## config.mk

```make
export PLATFORM = sky130hd
export DESIGN_NAME = nvw_reader
export DESIGN_NICKNAME = d
export VERILOG_FILES = /design/src/rtl/nvw_pkg.sv /design/src/rtl/nvw_step_decode.sv /design/src/rtl/nvw_poll_timer.sv /design/src/rtl/nvw_word_asm.sv /design/src/rtl/nvw_reader.sv
export SDC_FILE = /design/constraint.sdc
export NUM_CORES = 1
export LEC_CHECK = 0
export BUFFER_PORTS_ARGS = -buffer_cell sky130_fd_sc_hd__buf_2
export CAP_MARGIN = 15
export CORE_ASPECT_RATIO = 1.25
export CORE_MARGIN = 4
export CORE_UTILIZATION = 45
export DETAILED_ROUTE_END_ITERATION = 7
export PLACE_DENSITY_LB_ADDON = 0.05
export SYNTH_ARGS = -nofsm -noshare
export SYNTH_HDL_FRONTEND = slang
export SYNTH_SLANG_ARGS = --single-unit
```

## constraint.sdc

```tcl
create_clock -name clk -period 1.7 [get_ports clk]
set_clock_uncertainty 0.05 [all_clocks]
set_input_delay 0.085 -clock clk [delete_from_list [all_inputs] [get_ports clk]]
set_output_delay 0.085 -clock clk [all_outputs]
set_load 0.02 [all_outputs]
```

## src/rtl/nvw_pkg.sv

```systemverilog
package nvw_pkg;

   typedef enum logic [1:0] {
      ST_IDLE   = 2'd0,
      ST_ACCESS = 2'd1,
      ST_POLL   = 2'd2
   } nvw_state_e;

   localparam logic SEL_CMD  = 1'b0;
   localparam logic SEL_DATA = 1'b1;

   localparam logic [2:0] OP_TAKE_LO = 3'b100;
   localparam logic [2:0] OP_TAKE_HI = 3'b101;
   localparam logic [2:0] OP_FETCH   = 3'b111;

   localparam int         BUSY_BIT    = 7;
   localparam int         BYTE_W      = 8;
   localparam logic [2:0] STEP_FETCH  = 3'd5;

   typedef struct packed {
      logic             we;
      logic             sel;
      logic [BYTE_W-1:0] wdata;
   } nvw_access_t;

endpackage

```

## src/rtl/nvw_step_decode.sv

```systemverilog
module nvw_step_decode
   import nvw_pkg::*;
#(
   parameter int ADDR_W = 16
) (
   input  logic [2:0]        step,
   input  logic [ADDR_W-1:0] byte_addr,
   output nvw_access_t       acc
);

   always_comb begin
      unique case (step)
         3'd0:    acc = '{we: 1'b1, sel: SEL_CMD,  wdata: {OP_TAKE_LO, 5'b0}};
         3'd1:    acc = '{we: 1'b1, sel: SEL_DATA, wdata: byte_addr[7:0]};
         3'd2:    acc = '{we: 1'b1, sel: SEL_CMD,  wdata: {OP_TAKE_HI, 5'b0}};
         3'd3:    acc = '{we: 1'b1, sel: SEL_DATA, wdata: byte_addr[15:8]};
         3'd4:    acc = '{we: 1'b1, sel: SEL_CMD,  wdata: {OP_FETCH, 5'b0}};
         default: acc = '{we: 1'b0, sel: SEL_DATA, wdata: 8'h00};
      endcase
   end

endmodule

```

## src/rtl/nvw_poll_timer.sv

```systemverilog
module nvw_poll_timer #(
   parameter int LIMIT = 16
) (
   input  logic clk,
   input  logic rst_n,
   input  logic clr,
   input  logic busy_hit,
   output logic expire
);

   if (LIMIT == 0) begin : g_no_timeout
      logic unused_timer_ins;
      assign unused_timer_ins = ^{clk, rst_n, clr, busy_hit};
      assign expire = 1'b0;
   end else begin : g_timeout
      localparam int CNT_W = $clog2(LIMIT + 1);
      logic [CNT_W-1:0] cnt_q;

      always_ff @(posedge clk) begin
         if (!rst_n)        cnt_q <= '0;
         else if (clr)      cnt_q <= '0;
         else if (busy_hit) cnt_q <= cnt_q + CNT_W'(1);
      end

      assign expire = busy_hit && (cnt_q == CNT_W'(LIMIT - 1));
   end

endmodule

```

## src/rtl/nvw_word_asm.sv

```systemverilog
module nvw_word_asm #(
   parameter int LANES  = 2,
   parameter int LANE_W = 8,
   parameter int IDX_W  = 1
) (
   input  logic                    clk,
   input  logic                    rst_n,
   input  logic                    clr,
   input  logic                    cap,
   input  logic [IDX_W-1:0]        lane,
   input  logic [LANE_W-1:0]       din,
   output logic [LANES*LANE_W-1:0] word
);

   for (genvar i = 0; i < LANES; i++) begin : g_lane
      always_ff @(posedge clk) begin
         if (!rst_n)
            word[i*LANE_W +: LANE_W] <= '0;
         else if (clr)
            word[i*LANE_W +: LANE_W] <= '0;
         else if (cap && (lane == IDX_W'(i)))
            word[i*LANE_W +: LANE_W] <= din;
      end
   end

endmodule

```

## src/rtl/nvw_reader.sv

```systemverilog
module nvw_reader
   import nvw_pkg::*;
#(
   parameter int              ADDR_W     = 16,
   parameter int              WORD_BYTES = 2,
   parameter logic [15:0]     USER_BASE  = 16'h0100,
   parameter int              POLL_LIMIT = 16
) (
   input  logic                    clk,
   input  logic                    rst_n,
   input  logic                    req_start,
   input  logic [ADDR_W-1:0]       req_addr,
   output logic                    req_ready,
   output logic                    resp_done,
   output logic [8*WORD_BYTES-1:0] resp_data,
   output logic                    resp_err,
   output logic                    bus_valid,
   input  logic                    bus_ready,
   output logic                    bus_we,
   output logic                    bus_sel,
   output logic [7:0]              bus_wdata,
   input  logic [7:0]              bus_rdata
);

   localparam int WORD_W     = 8 * WORD_BYTES;
   localparam int LANE_IDX_W = (WORD_BYTES > 1) ? $clog2(WORD_BYTES) : 1;

   if (ADDR_W != 16) begin : g_bad_addr_w
      $error("nvw_reader: address must be two bytes wide");
   end
   if (WORD_BYTES < 1) begin : g_bad_word
      $error("nvw_reader: WORD_BYTES must be at least 1");
   end
   if (POLL_LIMIT < 0) begin : g_bad_limit
      $error("nvw_reader: POLL_LIMIT must not be negative");
   end

   nvw_state_e            state_q;
   logic [2:0]            step_q;
   logic [LANE_IDX_W-1:0] lane_q;
   logic [ADDR_W-1:0]     base_q;
   logic                  done_q;
   logic                  err_q;
   logic [WORD_W-1:0]     data_q;

   logic [ADDR_W-1:0]     byte_addr;
   nvw_access_t           acc;
   logic                  xfer;
   logic                  poll_busy;
   logic                  expire;
   logic                  cap;
   logic                  accept;
   logic                  last_lane;
   logic [WORD_W-1:0]     word;

   assign byte_addr = base_q + ADDR_W'(lane_q);
   assign last_lane = (lane_q == LANE_IDX_W'(WORD_BYTES - 1));
   assign accept    = (state_q == ST_IDLE) && req_start;

   nvw_step_decode #(.ADDR_W(ADDR_W)) u_decode (
      .step      (step_q),
      .byte_addr (byte_addr),
      .acc       (acc)
   );

   assign bus_valid = (state_q != ST_IDLE);
   assign bus_we    = (state_q == ST_ACCESS) && acc.we;
   assign bus_sel   = (state_q == ST_ACCESS) ? acc.sel   : SEL_CMD;
   assign bus_wdata = (state_q == ST_ACCESS) ? acc.wdata : 8'h00;

   assign xfer      = bus_valid && bus_ready;
   assign poll_busy = (state_q == ST_POLL) && xfer && bus_rdata[BUSY_BIT];
   assign cap       = (state_q == ST_ACCESS) && xfer && (step_q == STEP_FETCH);

   nvw_poll_timer #(.LIMIT(POLL_LIMIT)) u_timer (
      .clk      (clk),
      .rst_n    (rst_n),
      .clr      (state_q != ST_POLL),
      .busy_hit (poll_busy),
      .expire   (expire)
   );

   nvw_word_asm #(
      .LANES  (WORD_BYTES),
      .LANE_W (8),
      .IDX_W  (LANE_IDX_W)
   ) u_asm (
      .clk   (clk),
      .rst_n (rst_n),
      .clr   (accept),
      .cap   (cap),
      .lane  (lane_q),
      .din   (bus_rdata),
      .word  (word)
   );

   always_ff @(posedge clk) begin
      if (!rst_n) begin
         state_q <= ST_IDLE;
         step_q  <= '0;
         lane_q  <= '0;
         base_q  <= '0;
         done_q  <= 1'b0;
         err_q   <= 1'b0;
         data_q  <= '0;
      end else begin
         done_q <= 1'b0;
         err_q  <= 1'b0;
         unique case (state_q)
            ST_IDLE: begin
               if (req_start) begin
                  base_q  <= req_addr + ADDR_W'(USER_BASE);
                  step_q  <= '0;
                  lane_q  <= '0;
                  state_q <= ST_ACCESS;
               end
            end
            ST_ACCESS: begin
               if (bus_ready) state_q <= ST_POLL;
            end
            ST_POLL: begin
               if (bus_ready) begin
                  if (bus_rdata[BUSY_BIT]) begin
                     if (expire) begin
                        state_q <= ST_IDLE;
                        done_q  <= 1'b1;
                        err_q   <= 1'b1;
                        data_q  <= '0;
                     end
                  end else if (step_q == STEP_FETCH) begin
                     if (last_lane) begin
                        state_q <= ST_IDLE;
                        done_q  <= 1'b1;
                        data_q  <= word;
                     end else begin
                        lane_q  <= lane_q + LANE_IDX_W'(1);
                        step_q  <= '0;
                        state_q <= ST_ACCESS;
                     end
                  end else begin
                     step_q  <= step_q + 3'd1;
                     state_q <= ST_ACCESS;
                  end
               end
            end
            default: state_q <= ST_IDLE;
         endcase
      end
   end

   assign req_ready = (state_q == ST_IDLE);
   assign resp_done = done_q;
   assign resp_err  = err_q;
   assign resp_data = data_q;

endmodule

```

# Word-level counts from Yosys, hierarchy flattened
# Index checks and enable logic that the tools add are counted.
[op_classes]
addsub = 5
n_eq_ne = 17
muxes = 31
n_bitwise = 2
reduce_logical = 25
[op_table]
columns = ["op", "count"]
rows = [
  ["2-to-1 mux 16 bit", 4],
  ["case mux 10 bit (5 select lines)", 1],
  ["adder 16 x 1 -> 16 bit", 1],
  ["adder 16 x 9 -> 16 bit, second input constant", 1],
  ["2-to-1 mux 3 bit", 5],
  ["AND reduction 5 bit", 3],
  ["2-to-1 mux 2 bit", 6],
  ["2-to-1 mux 1 bit", 11],
  ["logical AND 1 bit", 10],
  ["!= test 2 bit, second input constant", 5],
  ["2-to-1 mux 8 bit", 1],
  ["AND reduction 4 bit", 2],
  ["nonzero test 2 bit", 4],
  ["== test 3 x 2 -> 1 bit, second input constant", 2],
  ["== test 3 bit, second input constant", 2],
  ["!= test 3 bit, second input constant", 2],
  ["case mux 2 bit (3 select lines)", 1],
  ["case mux 3 bit (2 select lines)", 1],
  ["adder 5 x 1 -> 5 bit, second input constant", 1],
  ["== test 5 x 4 -> 1 bit, second input constant", 1],
  ["!= test 2 x 1 -> 1 bit, second input constant", 2],
  ["OR reduction 2 bit", 2],
  ["adder 3 x 1 -> 3 bit, second input constant", 1],
  ["== test 3 x 1 -> 1 bit, second input constant", 1],
  ["9 further kinds", 10],
]
[word_totals]
reg_bits = 61
inputBits = 28
output_inout_bits = 30
word_cells = 90

# Depth between registers and ports, before layout
[depth]
word_depth = 9
mapped_depth = 9
ltp_nobuf = 8

# By module
# From an unflattened synthesis, not the netlist that was laid out.
[unflattened]
hier_cells = 329
area_unflattened_um2 = 2835.2
[by_module_without_submodules]
columns = ["mod", "n_inst", "cells_per_inst", "area_per_inst_um2", "seq_area_each_um2"]
rows = [
  ["nvw_reader", 1, 207, 1831.8, 800.8],
  ["nvw_word_asm", 1, 74, 594.3, 320.3],
  ["nvw_poll_timer", 1, 25, 245.2, 100.1],
  ["nvw_step_decode", 1, 23, 163.9, 0.0],
]

# Worst setup path after synthesis
# OpenSTA, ideal clock, no wires.
[synth_path]
kind = "reg-to-output"
start = "register lane_q"
end = "output port bus_wdata[6]"
t_arrival_ns = 1.694
t_required_ns = 1.565
setup_slack_ns = -0.129
stages_incl_launch_ff = 8
n_path_buf = 0
cell_sequence = "dfxtp_1 ha_1 ha_1 nand2_1 nor2_1 nand3_1 xor2_1 o221ai_1"
[synth_via]
elab_chain_cells = 3
[synth_rtl]
columns = ["element", "line_no", "source"]
rows = [
  ["start: declaration", "nvw_reader.sv:40", "logic [LANE_IDX_W-1:0] lane_q;"],
  ["start signal: assignment", "nvw_reader.sv:136", "lane_q <= lane_q + LANE_IDX_W'(1);"],
  ["adder 16 x 1 -> 16 bit", "nvw_reader.sv:56", "assign byte_addr = base_q + ADDR_W'(lane_q);"],
  ["case mux 10 bit (5 select lines)", "nvw_step_decode.sv:12", "unique case (step)"],
  ["2-to-1 mux 8 bit", "nvw_reader.sv:69", "assign bus_wdata = (state_q == ST_ACCESS) ? acc.wdata : 8'h00;"],
  ["end: declaration", "nvw_reader.sv:21", "output logic [7:0] bus_wdata,"],
]
# Every way passes these cells.

# Final worst setup path
[layout_path]
start = "register base_q[12]"
end = "output port bus_wdata[7]"
[layout_via]
elab_chain_cells = 3
[layout_rtl]
columns = ["element", "line_no", "source"]
rows = [
  ["start: declaration", "nvw_reader.sv:41", "logic [ADDR_W-1:0] base_q;"],
  ["start signal: assignment", "nvw_reader.sv:112", "base_q <= req_addr + ADDR_W'(USER_BASE);"],
  ["adder 16 x 1 -> 16 bit", "nvw_reader.sv:56", ""],
  ["case mux 10 bit (5 select lines)", "nvw_step_decode.sv:12", ""],
  ["2-to-1 mux 8 bit", "nvw_reader.sv:69", ""],
]
# Every way passes these cells.

==> flow_summary.yaml <==
run_status:
  status: "complete, but fails checks"
  violations: "setup timing"
final_layout:
  nets: 474
  postLayoutCoreUtil_pct: 74.0
  multi_input_area_sq_mm: 0.00171
  layout_common_cells: "buf_2 (48), buf_4 (48), dfxtp_1 (47)"
  drive_above_1_share_pct: 42.9
  seqCellArea_sq_mm: 0.00124
  areaGrowthSynthToFinish_pct: 57.1
  fillers: 428
  antenna_cells: 0
floorplan:
  initial_utilization_pct: 47.1
  die_w_um: 78.0
  fp-row-count: 31
  core_area_sq_mm: 0.00586
  io_pins: 58
  fp.dieH_um: 95.5
  die_area_sq_mm: 0.00745
route:
  post_drt_wl_per_cell_um: 14.1
  vias_per_cell: 5.05
  vias: 2660
  first_iter_violations: 78
  routed_wl_um: 7450
  postRouteAntennaNets: 0
  drc: 0
  firstDrtPassIters: 4
global_route:
  grt_util_all_layers_pct: 20.5
  antenna_found_initial: 0
  grt_pass1_wl_um: 12000
  overflow: 0
  first_global_vias: 2688
  grt_max_degree: 24
critical_path:
  required_ns: 1.56
  end_kind: "primary output"
  critPathArrivalTime_ns: 1.88
  critPathKind: "reg2out"
  cp_slowest_cell: "dfxtp_1"
  start_kind: "register"
  cp_slowest_stage_delay_ns: 0.35
  critPathBufInv: 2
  crit_chain: "nand4_1 > buf_4 > nor4_4 > xor2_1 > nand2_1 > a31oi_4 > buf_6"
  crit_fanout: 3
  cp_top_family: "simple AND/OR/NAND/NOR gates"
yosys:
  synth_flop_cell: "dfxtp_1"
  yosys.area.top_type: "dfxtp_1"
  synth_edf_count: 0
  ys_seq_elements: 61
  synth_area_sq_mm: 0.00276
  yosysUniqueCellTypes: 34
  yosys_warnings: 0
  synth_area_leaders: "dfxtp_1 (44%), mux2i_1 (6.9%), a22o_1 (5.1%)"
  synth_fp_nets: 344
  synth_top_area_share_pct: 44.3
  synthCells: 310
  async_reset_ff_share_pct: 0
  yosysSeqAreaShare_pct: 44.3
  syn_avg_cell_area_sq_um: 8.90
power_and_ir_drop:
  ir_worst_vdd_mv: 0.512
  power.density_mw_per_mm2: 785
  p_leak_nw: 1.77
  p_total_w: 0.00340
placed_design:
  dp_hpwl_um: 4820
  port-buffer-count: 57
  pre_cts_ws_ns: -0.184
  gp_congestion: 0.865
timing:
  min_period_over_period_pct: 118
  relSlewSlack_pct: 55.6
  tightest_slew_ns: 0.665
  hold_viol_final: 0
  slew_viol_final: 0
  fin_crit_ns: 2.01
  timing.final.ws_setup_ns: -0.312
  max_clock_freq_ghz: 0.497
  hold_slack_ns: 0.0121
  rsz0062_at_grt: "true"
  setup-violations-final: 9
cts:
  cts.htree.levels: 3
  cts_tree: "done"
  cts_buffers: 9
  clock_sinks: 61
  path_clk_slew_ns: 0.08
  cts-root-buf: "clkbuf_8"
  cts_max_path_buffers: 2
  clk_latency_ns: 0.34
job:
  maxCapViolCount: 0
worst_hold_path:
  hp-class: "in2reg"
[final timing paths]
kind | slack [ns] | depth (start not counted) | endpoint | start
hold reg to reg | 0.41 | 1 | resp_data[14]$_SDFFE_PN0P_ | u_asm.word[14]$_SDFFE_PP0P_
hold / removal | 0.01 | 3 | base_q[12]$_SDFFE_PN0P_ | req_addr[12]
setup reg to reg | 0 | 8 | u_asm.word[5]$_SDFFE_PP0P_ | state_q[1]$_SDFFE_PN0P_
setup / recovery | -0.31 | 7 | bus_wdata[7] | base_q[12]$_SDFFE_PN0P_
[layout make-up]
type	count	area share, %
clock buffers	10	3.18
clock inverters	6	2.17
inverters	10	0.866
multi-input cells	228	39.5
flip-flops and latches	61	28.6
well taps	82	2.37
repair buffers	130	23.3
[cells in the mapped netlist, drive strengths merged, types with 5 or more instances]
cell / count
nand2b: 5
o22ai: 5
buf: 7
ha: 6
dfxtp: 61
a21oi: 16
nand2: 36
a211oi: 8
nand4: 6
a22o: 16
o21ai: 6
xor2: 16
inv: 10
nor2: 46
mux2i: 19
and3: 5
nand3: 10
xnor2: 7
[per-layer routing]
layer | GRT usage, % | share of wire (%)
met5 | 0 | 0
met4 | 7.00 | 1.9
met3 | 5.86 | 4.8
met2 | 38.7 | 53
met1 | 21.8 | 40
[what timing repair did]
action | CTS | global route
setup endpoints to repair | 25 | 32
gates cloned | 1 | 0
gates resized for setup | 48 | 32
pin swaps | 35 | 21
setup buffers | 8 | 7
endpoints found under the hold margin | 25 | 0
hold buffers | 18 | 0
[state kept, by name, indices dropped and copies added (netlist names)]
signal                   cells
resp_done                    1
state_q                      2
lane_q                       1
resp_data                   16
resp_err                     1
u_asm.word                  16
base_q                      16
u_timer.g_timeout.cnt_q      5
step_q                       3
[through the flow]
step,TNS [ns],cell area [sq um],std cells
floorplan,0,2820,310
global placement,-2.09,3480,477
detailed placement,-2.52,3480,477
CTS,-2.57,4170,520
global route,-3.58,4330,527
finish,-2.12,4330,527
[worst reg2reg max path: stages (launching register included)]
cell,delay (ns)
dfxtp_2,0.33
buf_6,0.12
and2b_2,0.24
buf_6,0.10
nand2_4,0.06
nor4_4,0.19
buf_12,0.19
mux2i_2,0.26
nor2_2,0.05
[power by group]
group          switching (W)  internal [W]  total, W
clock network       0.000612      0.000875   0.00149
logic               0.000213      0.000211  0.000423
registers          0.0000258       0.00147   0.00149
[cell families (layout without fill, tap and decap cells)]
group,Yosys count,count (layout),share of synthesized area [%]
AO/OA/AOI/OAI,55,55,13.4
XOR/XNOR,23,23,7.30
adder cells (fa/ha/maj),6,6,2.72
buffers and inverters,21,156,3.18
flip-flops,61,61,44.3
multiplexers,19,19,6.90
AND/OR/NAND/NOR,125,125,22.2
Power figures use the tool's default switching activity.
